--- config.mk ---
export PLATFORM = sky130hd
export DESIGN_NAME = tmr_regif
export DESIGN_NICKNAME = d
export VERILOG_FILES = /design/src/rtl/tmr_regif_pkg.sv /design/src/rtl/tmr_cmd_decode.sv /design/src/rtl/tmr_chan_regs.sv /design/src/rtl/tmr_regif.sv
export SDC_FILE = /design/constraint.sdc
export NUM_CORES = 1
export LEC_CHECK = 0
export BUFFER_PORTS_ARGS = -buffer_cell sky130_fd_sc_hd__buf_2
export CORE_MARGIN = 2
export CORE_UTILIZATION = 30
export CTS_BUF_LIST = sky130_fd_sc_hd__clkbuf_16
export DETAILED_ROUTE_END_ITERATION = 10
export MAX_ROUTING_LAYER = met4
export PLACE_DENSITY = 0.45
export SLEW_MARGIN = 20
export SYNTH_ARGS = -nofsm -noshare
export SYNTH_HDL_FRONTEND = slang
export SYNTH_HIERARCHICAL = 1
export SYNTH_SLANG_ARGS = --single-unit
--- constraint.sdc ---
create_clock -name clk -period 3.4 [get_ports clk]
set_input_delay 0 -clock clk [delete_from_list [all_inputs] [get_ports clk]]
set_output_delay 0 -clock clk [all_outputs]
set_load 0.05 [all_outputs]
--- src/rtl/tmr_regif_pkg.sv ---
package tmr_regif_pkg;
  localparam int MODE_W = 3;
  localparam int ADDR_W = 2;
  localparam logic [ADDR_W-1:0] CTRL_ADDR = 2'd3;

  // access pattern; the freeze tracker reuses the same codes, NONE meaning idle
  typedef enum logic [1:0] {
    AM_NONE = 2'd0,
    AM_LO   = 2'd1,
    AM_HI   = 2'd2,
    AM_WORD = 2'd3
  } acc_mode_e;

  function automatic logic [MODE_W-1:0] fold_mode(input logic [MODE_W-1:0] raw);
    return (raw > 3'd5) ? raw - 3'd4 : raw;
  endfunction
endpackage

--- src/rtl/tmr_cmd_decode.sv ---
module tmr_cmd_decode
  import tmr_regif_pkg::*;
#(
  parameter int NUM_CH = 3,
  parameter int BYTE_W = 8
) (
  input  logic                  acc_valid,
  input  logic                  acc_we,
  input  logic [ADDR_W-1:0]     acc_addr,
  input  logic [BYTE_W-1:0]     acc_wdata,
  output logic [NUM_CH-1:0]     prog,
  output logic [NUM_CH-1:0]     cnt_frz,
  output logic [NUM_CH-1:0]     sts_frz,
  output logic [NUM_CH-1:0]     wr_stb,
  output logic [NUM_CH-1:0]     rd_stb,
  output acc_mode_e             prog_am,
  output logic [MODE_W-1:0]     prog_mode,
  output logic                  prog_bcd
);
  logic       ctrl_wr;
  logic [1:0] sel;
  logic       is_rb;

  assign ctrl_wr   = acc_valid && acc_we && (acc_addr == CTRL_ADDR);
  assign sel       = acc_wdata[7:6];
  assign is_rb     = (sel == 2'd3);
  assign prog_am   = acc_mode_e'(acc_wdata[5:4]);
  assign prog_mode = fold_mode(acc_wdata[3:1]);
  assign prog_bcd  = acc_wdata[0];

  for (genvar c = 0; c < NUM_CH; c++) begin : g_ch
    logic hit, rb_sel;
    assign hit        = ctrl_wr && !is_rb && (sel == 2'(c));
    assign rb_sel     = ctrl_wr && is_rb && acc_wdata[c+1];
    assign prog[c]    = hit && (prog_am != AM_NONE);
    assign cnt_frz[c] = (hit && (prog_am == AM_NONE)) || (rb_sel && !acc_wdata[5]);
    assign sts_frz[c] = rb_sel && !acc_wdata[4];
    assign wr_stb[c]  = acc_valid && acc_we && (acc_addr == ADDR_W'(c));
    assign rd_stb[c]  = acc_valid && !acc_we && (acc_addr == ADDR_W'(c));
  end
endmodule

--- src/rtl/tmr_chan_regs.sv ---
module tmr_chan_regs
  import tmr_regif_pkg::*;
#(
  parameter int BYTE_W = 8,
  localparam int CNT_W = 2 * BYTE_W
) (
  input  logic              clk,
  input  logic              rst_n,
  input  logic              prog,
  input  acc_mode_e         prog_am,
  input  logic [MODE_W-1:0] prog_mode,
  input  logic              prog_bcd,
  input  logic              cnt_frz,
  input  logic              sts_frz,
  input  logic              wr_stb,
  input  logic [BYTE_W-1:0] wr_byte,
  input  logic              rd_stb,
  input  logic [CNT_W-1:0]  live,
  input  logic              out_lvl,
  output logic [BYTE_W-1:0] rd_byte,
  output logic              ld_stb,
  output logic [CNT_W-1:0]  ld_val,
  output logic [MODE_W-1:0] mode_o,
  output logic              bcd_o
);
  acc_mode_e         am_q, frz_q;
  logic [MODE_W-1:0] mode_q;
  logic              bcd_q;
  logic              wr_hi_q, rd_hi_q;
  logic [BYTE_W-1:0] wr_hold_q;
  logic [CNT_W-1:0]  frz_cnt_q;
  logic              sts_pend_q;
  logic [BYTE_W-1:0] sts_q;
  logic [BYTE_W-1:0] sts_now;

  assign sts_now = BYTE_W'({out_lvl, 1'b0, am_q, mode_q, bcd_q});
  assign mode_o  = mode_q;
  assign bcd_o   = bcd_q;

  always_comb begin
    if (sts_pend_q)
      rd_byte = sts_q;
    else if (frz_q != AM_NONE)
      rd_byte = (frz_q == AM_HI) ? frz_cnt_q[CNT_W-1:BYTE_W] : frz_cnt_q[BYTE_W-1:0];
    else if ((am_q == AM_HI) || ((am_q == AM_WORD) && rd_hi_q))
      rd_byte = live[CNT_W-1:BYTE_W];
    else
      rd_byte = live[BYTE_W-1:0];
  end

  always_ff @(posedge clk or negedge rst_n) begin
    if (!rst_n) begin
      am_q       <= AM_LO;
      frz_q      <= AM_NONE;
      mode_q     <= '0;
      bcd_q      <= 1'b0;
      wr_hi_q    <= 1'b0;
      rd_hi_q    <= 1'b0;
      wr_hold_q  <= '0;
      frz_cnt_q  <= '0;
      sts_pend_q <= 1'b0;
      sts_q      <= '0;
      ld_stb     <= 1'b0;
      ld_val     <= '0;
    end else begin
      ld_stb <= 1'b0;
      if (prog) begin
        am_q    <= prog_am;
        mode_q  <= prog_mode;
        bcd_q   <= prog_bcd;
        wr_hi_q <= 1'b0;
        rd_hi_q <= 1'b0;
      end
      if (cnt_frz && (frz_q == AM_NONE)) begin
        frz_q     <= am_q;
        frz_cnt_q <= live;
      end
      if (sts_frz && !sts_pend_q) begin
        sts_pend_q <= 1'b1;
        sts_q      <= sts_now;
      end
      if (wr_stb) begin
        unique case (am_q)
          AM_HI: begin
            ld_stb <= 1'b1;
            ld_val <= {wr_byte, {BYTE_W{1'b0}}};
          end
          AM_WORD: begin
            if (!wr_hi_q) begin
              wr_hold_q <= wr_byte;
              wr_hi_q   <= 1'b1;
            end else begin
              ld_stb  <= 1'b1;
              ld_val  <= {wr_byte, wr_hold_q};
              wr_hi_q <= 1'b0;
            end
          end
          default: begin
            ld_stb <= 1'b1;
            ld_val <= {{BYTE_W{1'b0}}, wr_byte};
          end
        endcase
      end
      if (rd_stb) begin
        if (sts_pend_q)
          sts_pend_q <= 1'b0;
        else if (frz_q != AM_NONE)
          frz_q <= (frz_q == AM_WORD) ? AM_HI : AM_NONE;
        else if (am_q == AM_WORD)
          rd_hi_q <= !rd_hi_q;
      end
    end
  end
endmodule

--- src/rtl/tmr_regif.sv ---
module tmr_regif
  import tmr_regif_pkg::*;
#(
  parameter int NUM_CH = 3,
  parameter int BYTE_W = 8,
  localparam int CNT_W = 2 * BYTE_W
) (
  input  logic                     clk,
  input  logic                     rst_n,
  input  logic                     acc_valid,
  input  logic                     acc_we,
  input  logic [1:0]               acc_addr,
  input  logic [BYTE_W-1:0]        acc_wdata,
  output logic                     rsp_valid,
  output logic [BYTE_W-1:0]        rsp_data,
  input  logic [NUM_CH*CNT_W-1:0]  cnt_live,
  input  logic [NUM_CH-1:0]        out_lvl,
  output logic [NUM_CH-1:0]        ld_stb,
  output logic [NUM_CH*CNT_W-1:0]  ld_val,
  output logic [NUM_CH*MODE_W-1:0] ch_mode,
  output logic [NUM_CH-1:0]        ch_bcd
);
  logic [NUM_CH-1:0] prog, cnt_frz, sts_frz, wr_stb, rd_stb;
  acc_mode_e         prog_am;
  logic [MODE_W-1:0] prog_mode;
  logic              prog_bcd;
  logic [BYTE_W-1:0] rd_byte [NUM_CH];
  logic [BYTE_W-1:0] rd_sel;

  tmr_cmd_decode #(.NUM_CH(NUM_CH), .BYTE_W(BYTE_W)) u_dec (
    .acc_valid (acc_valid),
    .acc_we    (acc_we),
    .acc_addr  (acc_addr),
    .acc_wdata (acc_wdata),
    .prog      (prog),
    .cnt_frz   (cnt_frz),
    .sts_frz   (sts_frz),
    .wr_stb    (wr_stb),
    .rd_stb    (rd_stb),
    .prog_am   (prog_am),
    .prog_mode (prog_mode),
    .prog_bcd  (prog_bcd)
  );

  for (genvar c = 0; c < NUM_CH; c++) begin : g_ch
    tmr_chan_regs #(.BYTE_W(BYTE_W)) u_chan (
      .clk       (clk),
      .rst_n     (rst_n),
      .prog      (prog[c]),
      .prog_am   (prog_am),
      .prog_mode (prog_mode),
      .prog_bcd  (prog_bcd),
      .cnt_frz   (cnt_frz[c]),
      .sts_frz   (sts_frz[c]),
      .wr_stb    (wr_stb[c]),
      .wr_byte   (acc_wdata),
      .rd_stb    (rd_stb[c]),
      .live      (cnt_live[c*CNT_W +: CNT_W]),
      .out_lvl   (out_lvl[c]),
      .rd_byte   (rd_byte[c]),
      .ld_stb    (ld_stb[c]),
      .ld_val    (ld_val[c*CNT_W +: CNT_W]),
      .mode_o    (ch_mode[c*MODE_W +: MODE_W]),
      .bcd_o     (ch_bcd[c])
    );
  end

  always_comb begin
    rd_sel = '0;
    for (int c = 0; c < NUM_CH; c++)
      if (acc_addr == 2'(c)) rd_sel = rd_byte[c];
  end

  always_ff @(posedge clk or negedge rst_n) begin
    if (!rst_n) begin
      rsp_valid <= 1'b0;
      rsp_data  <= '0;
    end else begin
      rsp_valid <= acc_valid && !acc_we;
      if (acc_valid && !acc_we)
        rsp_data <= (acc_addr == CTRL_ADDR) ? '0 : rd_sel;
    end
  end
endmodule

==> summary.md, run 1 <==
| Metric | Value |
|---|---|
| DP Area | between 9000 and 10000 um^2 |
| Final Hold Viols | 0 |
| GRT overflow | 0 |
| Gr usage total | 0.167 |
| Sw frac | 0.338 |
| Die width | approximately 170 um |
| Post_cts resized | 0 |
| Via count | ~6500 |
| Worst setup EP type | register |
| CTS buffer count | 17 |
| H-tree depth | 4 |
| Starting DRT DRC Count | 384 |
| Clock slew at reported path FFs | about 70 ps |
| Cell with the largest stage delay on the worst path | and2_1 |
| Max clock buf depth | 2 |
| Place WS | approximately 990 ps |
| Distinct cell type count after synthesis | 40 |
| # rows | 62 |
| Sequential area share after synthesis | 0.538 |
| Final setup viols | 0 |
| Final count of pins violating max slew | 0 |
| Post-Syn Area | approximately 8700 um^2 |
| Die area | between 30000 and 40000 um^2 |
| Worst Tran Pin Value | a little under 1000 ps |
| Final Cell Area | roughly 11000 um^2 |
| CP cell instances | nor2_2 > and2_1 > mux2_2 |
| Critical Path Start Type | register |
| Routed len/inst | about 17 um |
| Die Y | about 170 um |
| Largest net degree at the start of global routing | between 80 and 90 |
| Clock Sinks | between 150 and 200 |
| Clock root cell | clkbuf_16 |
| DP Wirelength | roughly 16000 um |
| RD Place Congestion | around 0.77 |
| Clock Skews | 10.7 ps |
| Inst Count DP | between 1000 and 1500 |
| Sequential share of power | 0.443 |
| Top delay family on crit path | simple AND/OR/NAND/NOR gates |
| WP data arrival | approximately 2800 ps |
| Leading area contributor after synthesis | dfrtp_1 |
| Max_cap viols | 0 |
| Router iterations before antenna repair | 4 |
| TritonCTS clock tree | yes |
| Nets | 1046 |
| Initial core utilization | 0.303 |
| Port buffer count | 136 |
| Clock latency on the worst-skew pair | approximately 430 ps |
| Synth top area share | 0.529 |
| Vias per inst | roughly 4.7 |
| Pint | about 4.2 mW |
| Worst-case vdd ir drop | approximately 0.00025 V |
| Share of power burned in the clock network | 0.321 |
| Top area cells in the synthesized netlist | dfrtp_1 53%, mux2_2 8.2%, nand2_1 5.3%, o21ai_0 4.5%, mux2_4 4.2% |
| Yosys warning count | 6 |
| Layout cells sized above 1 | 0.285 |
| Leakage | 5.15 nW |
| Hold Worst Slack | around 14 ps |
| Worst Setup Path Type | reg -> reg |
| Final wirelength | approximately 24000 um |
| Area added between synthesis and finish | 24.9% |
| RSZ-0062 raised after global routing | no |
| Vias in the first global route | 6534 |
| CP max stage delay | approximately 800 ps |
| Core Util, Final | 0.379 |
| Pwr/cell area | roughly 600 nW/um^2 |
| Fmax | between 400 and 500 MHz |
| Tmin final | ~2400 ps |
| Syn_nets | between 800 and 900 |
| Initial antenna violation count | 1 |
| Buf+Inv Stages, Crit Path | 0 |
| Seq cells post-synth | around 190 |
| I/O Pins | between 100 and 150 |
| Relative slew slack | 0.346 |
| Critical Path RT | 3710 ps |
| Fin cells | 1379 |
| Setup TNS | 0 ps |
| Synthesized area per cell | about 11 um^2 |
| Worst min-delay path class | in -> reg |
| First-pass GRT wire length | between 30000 and 40000 um |
| DRC | 0 |
| CP Max Fanout | 18 |
| Combinational share of power | 0.236 |
| Synth Instances | approximately 800 |
| Status | finished clean |
| Fin worst setup slack | 950 ps |
| Tot Pwr | 6.40 mW |
| Post-route ant nets | 0 |
| Fin crit share | 0.720 |
| CORE AREA | 28500 um^2 |
| Psw | around 2.2 mW |
[sequential cells by signal, summed over array words and instances, names as in the netlist]
register                cells
g_ch.u_chan/sts_pend_q      3
g_ch.u_chan/rd_hi_q         3
rsp_valid                   1
g_ch.u_chan/bcd_o           3
g_ch.u_chan/sts_q          21
g_ch.u_chan/am_q            6
g_ch.u_chan/mode_o          9
g_ch.u_chan/ld_val         48
g_ch.u_chan/wr_hi_q         3
g_ch.u_chan/wr_hold_q      24
g_ch.u_chan/frz_cnt_q      48
g_ch.u_chan/ld_stb          3
rsp_data                    8
g_ch.u_chan/frz_q           6
[cell families after synthesis]
group	Yosys count	share of synthesized area
muxes	98	0.136
DFF	186	0.538
buffers and inverters	92	0.0505
and+or+nand+nor	262	0.146
AOI/OAI and AO/OA	176	0.129
[metal layers]
metal,track usage,vias up,wire (um)
li1,-,3186,-
met1,0.242,3189,12100
met2,0.243,154,10700
met3,0.0280,18,855
met4,0.0424,0,340
met5,-,-,0
[placed cells by master (no fill, tap or decap), types with 5 or more instances in the layout]
cell             n
nand3_1         44
a21oi_1         24
a221oi_1        21
nand3b_1         9
o21ai_2          6
nor4_1           5
nor2_1          11
dfrtp_1        183
buf_2          135
o21ai_0         78
dlygate4sd3_1   56
buf_4           12
nand2b_1         5
nor2b_1         31
clkbuf_16       17
nand2_1        123
or2_1            5
mux2_2          63
inv_1           36
mux2i_1         11
or2_0            8
a31oi_1          8
a32oi_1         21
mux2_4          24
and2_1           6
[worst paths after layout]
check	start	end	slack, ps	cells after the start
worst min register to register	g_ch[1].u_chan/ld_val[1]	g_ch[1].u_chan/ld_val[1]	470	2
worst max-delay path	g_ch[0].u_chan/frz_q[0]	g_ch[0].u_chan/frz_cnt_q[4]	950	3
worst max register to register	g_ch[0].u_chan/frz_q[0]	g_ch[0].u_chan/frz_cnt_q[4]	950	3
worst min-delay path	acc_wdata[0]	g_ch[2].u_chan/ld_val[8]	10	3
min in group asynchronous	rst_n	g_ch[2].u_chan/ld_val[1]	170	2
max in group asynchronous	rst_n	g_ch[1].u_chan/frz_q[0]	2310	3
[tightest hold or removal path: cells and delay by family]
kind	cells	cell delay, ps
buffers and inverters	1	220
AO/OA/AOI/OAI	1	70
AND/OR/NAND/NOR	1	110
[Yosys cell counts]
cell type and instances:
o22ai_1 3, nand3_1 44, buf_4 9, o21ai_2 3
o21ai_1 3, o21a_1 3, nor3_1 2, nand4_2 1
nand2_1 123, a32oi_1 21, a211oi_1 1, clkbuf_1 33
a221oi_1 21, buf_2 5, inv_1 35, nor4_1 6
or3_1 4, nand3b_1 9, mux2i_1 11, buf_1 3
a31oi_1 8, nor2_2 3, nor3b_1 3, dfrtp_1 183
or2_1 5, a21o_1 3, mux2_2 63, nor2b_1 32
nor2_1 11, or2_0 8, a22o_1 3, a21oi_1 24
a2111oi_2 2, nand2b_1 5, buf_6 7, a22oi_1 3
o21ai_0 78, and2_1 6, mux2_4 24, dfstp_2 3
[final cells by class]
cell class                      instances  area [um^2]
Clock buffer                           17          425
Timing Repair Buffer                  205         1360
Clock inverter                         15          175
Sequential cell                       186         4660
Antenna cell                            1         2.50
Fill cell                            2938        17700
Multi-Input combinational cell        536         3590
Tap cell                              384          480
Inverter                               35          131
[timing repair]
item,4_1_cts,5_1_grt
setup buffers,0,0
hold endpoints to repair,135,1
setup endpoints to repair,0,0
hold buffers,55,1
[power by group through the flow]
stage | Sequential [mW] | Combinational, mW | Clock (mW)
2_1_floorplan | 3.22 | 0.639 | 0
3_3_place_gp | 2.87 | 1.47 | 0
3_5_place_dp | 2.88 | 1.48 | 0
4_1_cts | 2.84 | 1.53 | 2.11
5_1_grt | 2.89 | 1.64 | 2.22
6_report | 2.83 | 1.51 | 2.05
(Power assumes the default switching activity.)
==> run 2: changes to the inputs <==
==> constraint.sdc (replaced) <==
create_clock -name clk -period 2.5 [get_ports clk]
set_input_delay 0 -clock clk [delete_from_list [all_inputs] [get_ports clk]]
set_output_delay 0 -clock clk [all_outputs]
set_load 0.05 [all_outputs]
==> summary.md, run 2 (synthesized netlist as in run 1, its figures left out) <==
| Metric | Value |
|---|---|
| Vias per inst | 4.77 (was 4.75) |
| Regs by FF count | g_ch.u_chan/frz_cnt_q x48, g_ch.u_chan/ld_val x48, g_ch.u_chan/wr_hold_q x24 (unchanged) |
| Inst Count DP | 1309 (was 1290) |
| Status | finished clean (unchanged) |
| Reg-to-reg critical path endpoint | rsp_data[4] (was g_ch[0].u_chan/frz_cnt_q[4]) |
| Final Cell Area | 10900 um^2 (was 10800 um^2) |
| Die area | 30300 um^2 (unchanged) |
| Cell count of the worst reg-to-reg path | 6 (was 3) |
| R2r startpoint | g_ch[0].u_chan/frz_q[0] (unchanged) |
| DRC | 0 (unchanged) |
| RSZ-0062 raised after global routing | no (unchanged) |
| Hold Path Origin | acc_wdata[0] (unchanged) |
| Routed len/inst | 17.6 um (was 17.4 um) |
| Worst-case vdd ir drop | 0.000335 V (was 0.000252 V) |
| Final setup viols | 0 (unchanged) |
| Router iterations before antenna repair | 4 (unchanged) |
| Fin cells | 1396 (was 1379) |
| Area of the multi-input gates | 3600 um^2 (was 3590 um^2) |
| Nets | 1062 (was 1046) |
| RD Place Congestion | 0.776 (was 0.769) |
| Clock Sinks | 186 (unchanged) |
| Worst R2R Setup Slack | 300 ps (was 950 ps) |
| Relative slew slack | 0.513 (was 0.346) |
| Setup TNS | 0 ps (unchanged) |
| TritonCTS clock tree | yes (unchanged) |
| Worst Setup Path Type | reg -> reg (unchanged) |
| Initial antenna violation count | 2 (was 1) |
| H-tree depth | 4 (unchanged) |
| DP Area | 9810 um^2 (was 9650 um^2) |
| DP Wirelength | 17100 um (was 16200 um) |
| Initial core utilization | 0.303 (unchanged) |
| Die width | 174 um (unchanged) |
| Die Y | 174 um (unchanged) |
| Hold buffers post-CTS | 53 (was 55) |
| Area added between synthesis and finish | 25.8% (was 24.9%) |
| Fill cell count | 2935 (was 2938) |
| Most common cell after layout, fill and taps aside | dfrtp_1 (unchanged) |
| CTS buffer count | 17 (unchanged) |
| Final Hold Viols | 0 (unchanged) |
| Final count of pins violating max slew | 0 (unchanged) |
| Gr usage total | 0.169 (was 0.167) |
| Critical Path RT | 2840 ps (was 3710 ps) |
| First-pass GRT wire length | 38600 um (was 38300 um) |
| Worst setup EP type | register (unchanged) |
| Tot Pwr | 8.49 mW (was 6.40 mW) |
| CP Max Fanout | 16 (was 18) |
| Layout cells sized above 1 | 0.295 (was 0.285) |
| Clock root cell | clkbuf_16 (unchanged) |
| Starting DRT DRC Count | 479 (was 384) |
| CORE AREA | 28500 um^2 (unchanged) |
| Flip-flop and latch area | 4660 um^2 (unchanged) |
| GRT overflow | 0 (unchanged) |
| Fin crit share | 0.880 (was 0.720) |
| Clock latency on the worst-skew pair | 430 ps (about the same) |
| Worst Tran Pin Value | 727 ps (was 973 ps) |
| Tmin final | 2200 ps (was 2450 ps) |
| Worst min-delay path class | in -> reg (unchanged) |
| Fmax | 455 MHz (was 408 MHz) |
| Pwr/cell area | 779 nW/um^2 (was 591 nW/um^2) |
| Max_cap viols | 0 (unchanged) |
| Vias in the first global route | 6570 (was 6534) |
| Hold Path Cell Cnt | 3 (unchanged) |
| Post-route ant nets | 0 (unchanged) |
| # rows | 62 (unchanged) |
| Max clock buf depth | 2 (unchanged) |
| Largest net degree at the start of global routing | 71 (was 83) |
| Most frequent cells in the layout | 183 x dfrtp_1, 135 x buf_2, 123 x nand2_1 (unchanged) |
| Post_cts resized | 0 (unchanged) |
| I/O Pins | 137 (unchanged) |
| Final wirelength | 24500 um (was 23900 um) |
| WP data arrival | 2540 ps (was 2760 ps) |
| Leakage | 5.22 nW (was 5.15 nW) |
| Worst Hold End | g_ch[0].u_chan/ld_val[8] (was g_ch[2].u_chan/ld_val[8]) |
| Critical Path Start Type | register (unchanged) |
| Clock Skews | 10.7 ps (about the same) |
| Via count | 6656 (was 6547) |
| Clock slew at reported path FFs | 70 ps (about the same) |
| Port buffer count | 136 (unchanged) |
| Postcts setup bufs | 0 (unchanged) |
[run 2: cell types whose count changed in the layout (fill, tap and decap cells not counted), sizes merged]
cell | previous run | this run
buf | 148 | 167
dlygate4sd3 | 56 | 53
bufinv | 3 | 1
inv | 38 | 40
diode | 1 | 2
[run 2: through the flow]
| step | worst slack [ps] | hold slack, ps | util |
|---|---|---|---|
| 2_1_floorplan | 851 | -296 | - |
| 3_3_place_gp | 314 | 84.4 | 0.344 |
| 3_5_place_dp | 276 | 68.1 | 0.344 |
| 4_1_cts | 278 | 1.17 | 0.381 |
| 5_1_grt | 101 | 3.32 | 0.382 |
| 6_report | 301 | 3.24 | 0.382 |
[run 2: cell type report]
cell class | instances | area share
Tap cell | 384 | 0.0441
Clock buffer | 17 | 0.0390
Clock inverter | 15 | 0.0102
Timing Repair Buffer | 221 | 0.136
Multi-Input combinational cell | 536 | 0.330
Sequential cell | 186 | 0.427
Inverter | 35 | 0.0121
Antenna cell | 2 | 0.000459
[run 2: metal layers]
| layer | vias to the layer above | global-route usage | share of wire |
|---|---|---|---|
| li1 | 3221 | - | - |
| met1 | 3259 | 0.241 | 0.50 |
| met2 | 160 | 0.248 | 0.45 |
| met3 | 16 | 0.0252 | 0.033 |
| met4 | 0 | 0.0480 | 0.013 |
| met5 | - | - | 0 |
[run 2: worst max path at each step]
stage / from / end / slack [ps] / cells past startpoint
after global placement: g_ch[0].u_chan/frz_q[0] / rsp_data[5] / 310 / 6
after floorplan: g_ch[1].u_chan/frz_q[1] / rsp_data[3] / 850 / 7
after CTS: g_ch[0].u_chan/frz_q[0] / rsp_data[4] / 280 / 6
final: g_ch[0].u_chan/frz_q[0] / rsp_data[4] / 300 / 6
after detailed placement: g_ch[0].u_chan/frz_q[0] / rsp_data[4] / 280 / 6
after global routing: g_ch[0].u_chan/frz_q[0] / rsp_data[5] / 100 / 6
[run 2: critical path: stages, from the launching register on]
cell and delay [ps]:
dfrtp_1 540, nor2_2 540, nand3_1 150, a32oi_1 290
mux2i_1 180, or2_0 250, a31oi_1 170
[run 2: power by group]
group | internal [mW] | switching [mW] | total (mW)
Clock | 1.36 | 1.18 | 2.54
Combinational | 0.742 | 1.40 | 2.14
Sequential | 3.47 | 0.334 | 3.81
